### src/rtl/line_editor_pkg.sv
// Package: shared code values and the character class type.
// Assumes 8-bit character codes.
package line_editor_pkg;

    localparam logic [7:0] CODE_BACK   = 8'h08;
    localparam logic [7:0] CODE_CANCEL = 8'h01;
    localparam logic [7:0] CODE_END    = 8'h0D;

    typedef enum logic [1:0] {
        CLS_PLAIN  = 2'd0,
        CLS_BACK   = 2'd1,
        CLS_CANCEL = 2'd2,
        CLS_END    = 2'd3
    } char_class_t;

endpackage

### src/rtl/line_char_decode.sv
// Module: sorts an incoming code into one of four classes.
// Assumes the code is only meaningful when the caller qualifies it with valid.
module line_char_decode
    import line_editor_pkg::*;
#(
    parameter int DATA_W = 8
) (
    input  logic [DATA_W-1:0] code_in,
    output char_class_t       code_class
);

    // Compare the code against the three control values.
    always_comb begin
        if (code_in == DATA_W'(CODE_BACK))
            code_class = CLS_BACK;
        else if (code_in == DATA_W'(CODE_CANCEL))
            code_class = CLS_CANCEL;
        else if (code_in == DATA_W'(CODE_END))
            code_class = CLS_END;
        else
            code_class = CLS_PLAIN;
    end

endmodule

### src/rtl/line_store.sv
// Module: byte store with one write port and a same-cycle read port.
// Assumes the write address is always within range when the write enable is high.
module line_store #(
    parameter int DEPTH  = 64,
    parameter int DATA_W = 8,
    localparam int ADDR_W = $clog2(DEPTH)
) (
    input  logic              clk,
    input  logic              wr_en,
    input  logic [ADDR_W-1:0] wr_addr,
    input  logic [DATA_W-1:0] wr_data,
    input  logic [ADDR_W-1:0] rd_addr,
    output logic [DATA_W-1:0] rd_data
);

    logic [DATA_W-1:0] mem [DEPTH];

    // Write one byte on the clock edge.
    always_ff @(posedge clk) begin
        if (wr_en)
            mem[wr_addr] <= wr_data;
    end

    // Read without a clock.
    assign rd_data = mem[rd_addr];

endmodule

### src/rtl/line_ctrl.sv
// Module: write position, held, done and overflow state for the line editor.
// Assumes line_ack takes priority over any code presented in the same cycle.
module line_ctrl
    import line_editor_pkg::*;
#(
    parameter int DEPTH = 64,
    localparam int ADDR_W = $clog2(DEPTH),
    localparam int LEN_W  = $clog2(DEPTH + 1)
) (
    input  logic              clk,
    input  logic              rst_n,
    input  logic              ch_valid,
    input  char_class_t       ch_class,
    input  logic              line_ack,
    output logic              wr_en,
    output logic [ADDR_W-1:0] wr_addr,
    output logic [LEN_W-1:0]  len,
    output logic              done,
    output logic              held,
    output logic              ovf
);

    localparam logic [LEN_W-1:0] FULL = LEN_W'(DEPTH);

    logic accept;
    logic is_full;

    assign accept  = ch_valid && !held && !line_ack;
    assign is_full = (len == FULL);

    // Drive the write strobe for an ordinary code while there is room.
    assign wr_en   = accept && (ch_class == CLS_PLAIN) && !is_full;
    assign wr_addr = len[ADDR_W-1:0];

    // Update the position and flags for each accepted code or acknowledge.
    always_ff @(posedge clk) begin
        if (!rst_n) begin
            len  <= '0;
            done <= 1'b0;
            held <= 1'b0;
            ovf  <= 1'b0;
        end else begin
            done <= 1'b0;
            if (line_ack) begin
                len  <= '0;
                held <= 1'b0;
                ovf  <= 1'b0;
            end else if (accept) begin
                unique case (ch_class)
                    CLS_PLAIN: begin
                        if (is_full) ovf <= 1'b1;
                        else         len <= len + 1'b1;
                    end
                    CLS_BACK: begin
                        if (len != '0) len <= len - 1'b1;
                    end
                    CLS_CANCEL: begin
                        len <= '0;
                        ovf <= 1'b0;
                    end
                    CLS_END: begin
                        held <= 1'b1;
                        done <= 1'b1;
                        ovf  <= 1'b0;
                    end
                endcase
            end
        end
    end

    assert_done_single_R5: assert property (@(posedge clk) disable iff (!rst_n)
        done |=> !done);

    assert_done_with_held_R5: assert property (@(posedge clk) disable iff (!rst_n)
        done |-> held);

    assert_held_frozen_R6: assert property (@(posedge clk) disable iff (!rst_n)
        (held && !line_ack) |=> $stable(len));

    assert_back_floor_R3: assert property (@(posedge clk) disable iff (!rst_n)
        (accept && ch_class == CLS_BACK && len == '0) |=> (len == '0));

    assert_ack_clears_R7: assert property (@(posedge clk) disable iff (!rst_n)
        line_ack |=> (len == '0 && !held && !ovf));

    assert_no_overflow_R8: assert property (@(posedge clk) disable iff (!rst_n)
        $rose(ovf) |-> (len == FULL));

    assert_idle_still_R9: assert property (@(posedge clk) disable iff (!rst_n)
        (!ch_valid && !line_ack) |=> ($stable(len) && $stable(held) && $stable(ovf)));

    assert_len_bound_R2: assert property (@(posedge clk) disable iff (!rst_n)
        len <= FULL);

endmodule

### src/rtl/line_editor.sv
// Module: top of the character line editing buffer.
// Assumes one code per cycle at most, qualified by ch_valid.
module line_editor
    import line_editor_pkg::*;
#(
    parameter int DEPTH  = 64,
    parameter int DATA_W = 8,
    localparam int ADDR_W = $clog2(DEPTH),
    localparam int LEN_W  = $clog2(DEPTH + 1)
) (
    input  logic              clk,
    input  logic              rst_n,
    input  logic              ch_valid,
    input  logic [DATA_W-1:0] ch_data,
    input  logic              line_ack,
    input  logic [ADDR_W-1:0] rd_addr,
    output logic [DATA_W-1:0] rd_data,
    output logic [LEN_W-1:0]  line_len,
    output logic              line_done,
    output logic              line_held,
    output logic              overflow
);

    char_class_t       cls;
    logic              wr_en;
    logic [ADDR_W-1:0] wr_addr;

    line_char_decode #(.DATA_W(DATA_W)) u_decode (
        .code_in    (ch_data),
        .code_class (cls)
    );

    line_ctrl #(.DEPTH(DEPTH)) u_ctrl (
        .clk      (clk),
        .rst_n    (rst_n),
        .ch_valid (ch_valid),
        .ch_class (cls),
        .line_ack (line_ack),
        .wr_en    (wr_en),
        .wr_addr  (wr_addr),
        .len      (line_len),
        .done     (line_done),
        .held     (line_held),
        .ovf      (overflow)
    );

    line_store #(.DEPTH(DEPTH), .DATA_W(DATA_W)) u_store (
        .clk     (clk),
        .wr_en   (wr_en),
        .wr_addr (wr_addr),
        .wr_data (ch_data),
        .rd_addr (rd_addr),
        .rd_data (rd_data)
    );

endmodule

### config.mk
export PLATFORM = sky130hd
export DESIGN_NAME = line_editor
export DESIGN_NICKNAME = d
export VERILOG_FILES = /design/src/rtl/line_editor_pkg.sv /design/src/rtl/line_char_decode.sv /design/src/rtl/line_store.sv /design/src/rtl/line_ctrl.sv /design/src/rtl/line_editor.sv
export SDC_FILE = /design/constraint.sdc
export NUM_CORES = 1
export LEC_CHECK = 0
export BUFFER_PORTS_ARGS = -buffer_cell sky130_fd_sc_hd__buf_2
export CAP_MARGIN = 20
export CORE_MARGIN = 1.5
export CORE_UTILIZATION = 56
export CTS_BUF_LIST = sky130_fd_sc_hd__clkbuf_4
export DETAILED_ROUTE_END_ITERATION = 16
export PLACE_DENSITY = 0.77
export SYNTH_ARGS = -nofsm -noshare
export SYNTH_HDL_FRONTEND = slang
export SYNTH_SLANG_ARGS = --single-unit
### constraint.sdc
create_clock -name clk -period 6.8 [get_ports clk]
set_input_delay 0 -clock clk [delete_from_list [all_inputs] [get_ports clk]]
set_output_delay 0 -clock clk [all_outputs]
set_load 0.1 [all_outputs]
==> results.toml <==
[run_status]
outcome = "finished, final reports clean"

[sta]
holdWs_ns = 0.127
fin_crit_sh = 0.479
timing.setup.tns_ns = 0
grt_setup_unrepaired = "false"
final_max_slew_viol_count = 0
finalClockSkew_ns = 0.0655
clock.fmax_mhz = 307
slew-limit-headroom = 0.328
hold_viol_final = 0
final.min_clock_period_ns = 3.26
worstMarginPinSlew_ns = 1.00
setup_violations = 0

[clock_network]
post_cts.repair.setup_buffers = 0
clkTransAtPathRegs_ns = 0.06
tritoncts = "done"
tritoncts_num_sinks = 522
cts_buffers = 121
worstSkewPairLatency_ns = 0.79
cts-htree-levels = 3
clock_path_buffers = 3
clock-root-buffer = "clkbuf_4"

[yosys]
most_used_flip_flop_cell_after_synthesis = "edfxtp_1"
postSynthNetCount = 1008
ys_types = 51
netlist_area_um2 = 20700
synth_cells = 984
synth.area.mux_share = 0.171
synth-adder-area-share = 0.00399
synth_area_leader_cell = "edfxtp_1"
synthesis.yosys.warnings = 0
dominant_combinational_cell_family_by_area_after_synthesis = "multiplexers"
sequential_to_total_area_share_from_yosys_stat = 0.753
synth.top_cells.by_area = "edfxtp_1 (74%), mux4_2 (14%), mux2i_1 (2.6%)"
synth-compound-area-share = 0.0174
post_synth_xor_area_fraction = 0.00254
synthSimpleGateAreaFrac = 0.0362
number_of_enable_flip_flop_cells_after_synthesis = 512
synthArstFlopShare = 0
synth.avg_cell_area_um2 = 21.0
synthDominantCellAreaShare = 0.744
synth_seq_cells = 522

[route]
routed-via-count = 10487
first_pass_iters = 5
detail_route.wirelength_um = 44000
route.antenna.remaining_nets = 0
avgRoutedWirePerCell_um = 26.0
drt-initial-drc-count = 1186
post_drt_via_cell_ratio = 6.21
drt_drc_violations_left = 0

[finish]
final_net_count = 1141
final_layout_size_suffix_gt1_frac = 0.315
synthesis_to_layout_area_growth_pct = 11.0
postLayoutCellArea_um2 = 23000
fin_util = 0.628

[power_and_ir_drop]
switching_share = 0.225
peakVddDrop_v = 0.000164
internal_power_mw = 4.87
clock_share_of_power = 0.383
reported_leakage_power_nw = 7.45
power_density_nw_per_um2 = 274
comb_power_share = 0.055
power.share.sequential = 0.561
p_switching_mw = 1.42

[die]
dieArea_um2 = 38100
io_pins = 36
floorplan.initialDensity = 0.566
floorplan.rows = 70
floorplan.core_area_um2 = 36500
die_y_um = 195
horiz_die_dim_um = 195

[global_routing]
wire_length_of_the_first_global_routing_pass_um = 66700
grt_util_met1 = 0.340
grt_start_max_net_pins = 72
track_usage = 0.241
gr-total-overflow = 0
grt_antenna_before_repair = 2
top_usage_layer = "met2"
number_of_global_route_vias_before_repair = 10777
met2_demand_to_capacity_share_in_global_routing = 0.376
met3_usage = 0.0522

[placement]
number_of_buffers_added_on_ports = 35
placed_cell_area_um2 = 21200
routabilityCongestion = 0.812
place_hpwl_um = 25700

[flow_run]
timing.max_cap.violations = 0

[critical_path]
critPathArrivalTime_ns = 3.26
path_max_fanout = 71
worst_setup_path_start_kind = "input pin"
timing.critical_path.required_ns = 6.80
worst-setup-path-type = "input pin to output pin"
critPathCaptureType = "output pin"

[min_path]
worstHoldPathType = "input pin to flip-flop"
cells in the final DEF, fill, tap and decap left out, drive strengths merged, types with 4 or more instances in the layout:
cell type    count
mux2             4
o221ai           5
nor3b            4
nor2            81
mux4           131
xnor2            5
buf             47
a211oi           4
clkinv          40
o22ai           16
nor2b            6
clkbuf         183
nand3b           7
a22oi            9
nand2           18
a21oi            6
inv              8
nor3             8
mux2i           53
ha               5
nand3            8
dfxtp           10
dlygate4sd3     14
edfxtp         512
worst max-delay path, stage by stage:
cell and delay [ns]:
clkbuf_8 0.65, buf_12 0.46, mux4_2 0.57, mux2i_1 0.28
o22ai_1 0.21, nor3_1 0.37, o221ai_1 0.26, buf_2 0.35
path summary, 6_finish.rpt:
path / startpoint / endpoint / slack (ns) / cells past startpoint
max reg2reg: u_ctrl.len[4]$_SDFFE_PP0P_ / u_store.mem[62][0]$_DFFE_PP_ / 3.60 / 6
max: rd_addr[0] / rd_data[2] / 3.54 / 8
min: ch_data[6] / u_store.mem[10][6]$_DFFE_PP_ / 0.13 / 2
min reg2reg: u_ctrl.ovf$_SDFFE_PP0P_ / u_ctrl.ovf$_SDFFE_PP0P_ / 0.51 / 2
per-stage QoR:
| stage | instances | power [mW] | worst slack, ns |
|---|---|---|---|
| 4_1_cts | 1685 | 6.34 | 3.52 |
| 6_report | 1689 | 6.29 | 3.54 |
| 3_3_place_gp | 1447 | 3.94 | 3.42 |
| 5_1_grt | 1689 | 6.53 | 3.34 |
| 2_1_floorplan | 984 | 3.83 | 3.43 |
| 3_5_place_dp | 1447 | 3.95 | 3.34 |
cells by family after synthesis:
family / after synthesis
compound gates: 50
xor+xnor: 6
fa+ha+maj: 6
buf+inv: 58
flops: 522
mux: 188
simple gates: 154
sequential cells by signal, indices dropped and copies added, names as in the netlist:
signal	cells
u_ctrl.len	7
u_store.mem	512
u_ctrl.ovf	1
u_ctrl.done	1
u_ctrl.held	1
cell usage after synthesis, drive strengths merged, types with 2 or more instances:
cell	count
edfxtp	512
mux4	131
nor2	81
mux2i	53
buf	38
nand2	18
o22ai	16
clkbuf	14
dfxtp	10
a22oi	9
nand3	8
nor3	8
nand3b	7
a21oi	6
inv	6
nor2b	6
ha	5
o221ai	5
xnor2	5
a211oi	4
mux2	4
nor3b	4
and2	3
and3	3
nand2b	3
or3	3
or3b	3
nand4	2
nor4	2
o211ai	2
o21ai	2
or2	2
what timing repair did:
action / in CTS / in global routing
hold buffers: 14 / 0
endpoints found under the hold margin: 391 / 0
gates resized for setup: 0 / 0
final cells by class:
class                           count  area [um^2]
Sequential cell                   522        15600
Multi-Input combinational cell    404         4770
Inverter                            6         22.5
Clock inverter                     42          173
Tap cell                          468          586
Clock buffer                      182         1370
Timing Repair Buffer               62          452
Antenna cell                        3         7.51
Fill cell                        2421        13600
metal layers:
metal	vias up	wire length (um)
met5	-	0
met4	0	1040
met3	73	3880
met2	567	21500
met1	5388	17500
li1	4459	-
power by group through the flow:
stage,Sequential (mW),Combinational [mW],Clock (mW)
detailed placement,3.60,0.343,0
finish,3.53,0.349,2.41
global placement,3.60,0.338,0
CTS,3.53,0.349,2.45
floorplan,3.61,0.226,0
global route,3.53,0.368,2.63
(Power assumes the default switching activity.)
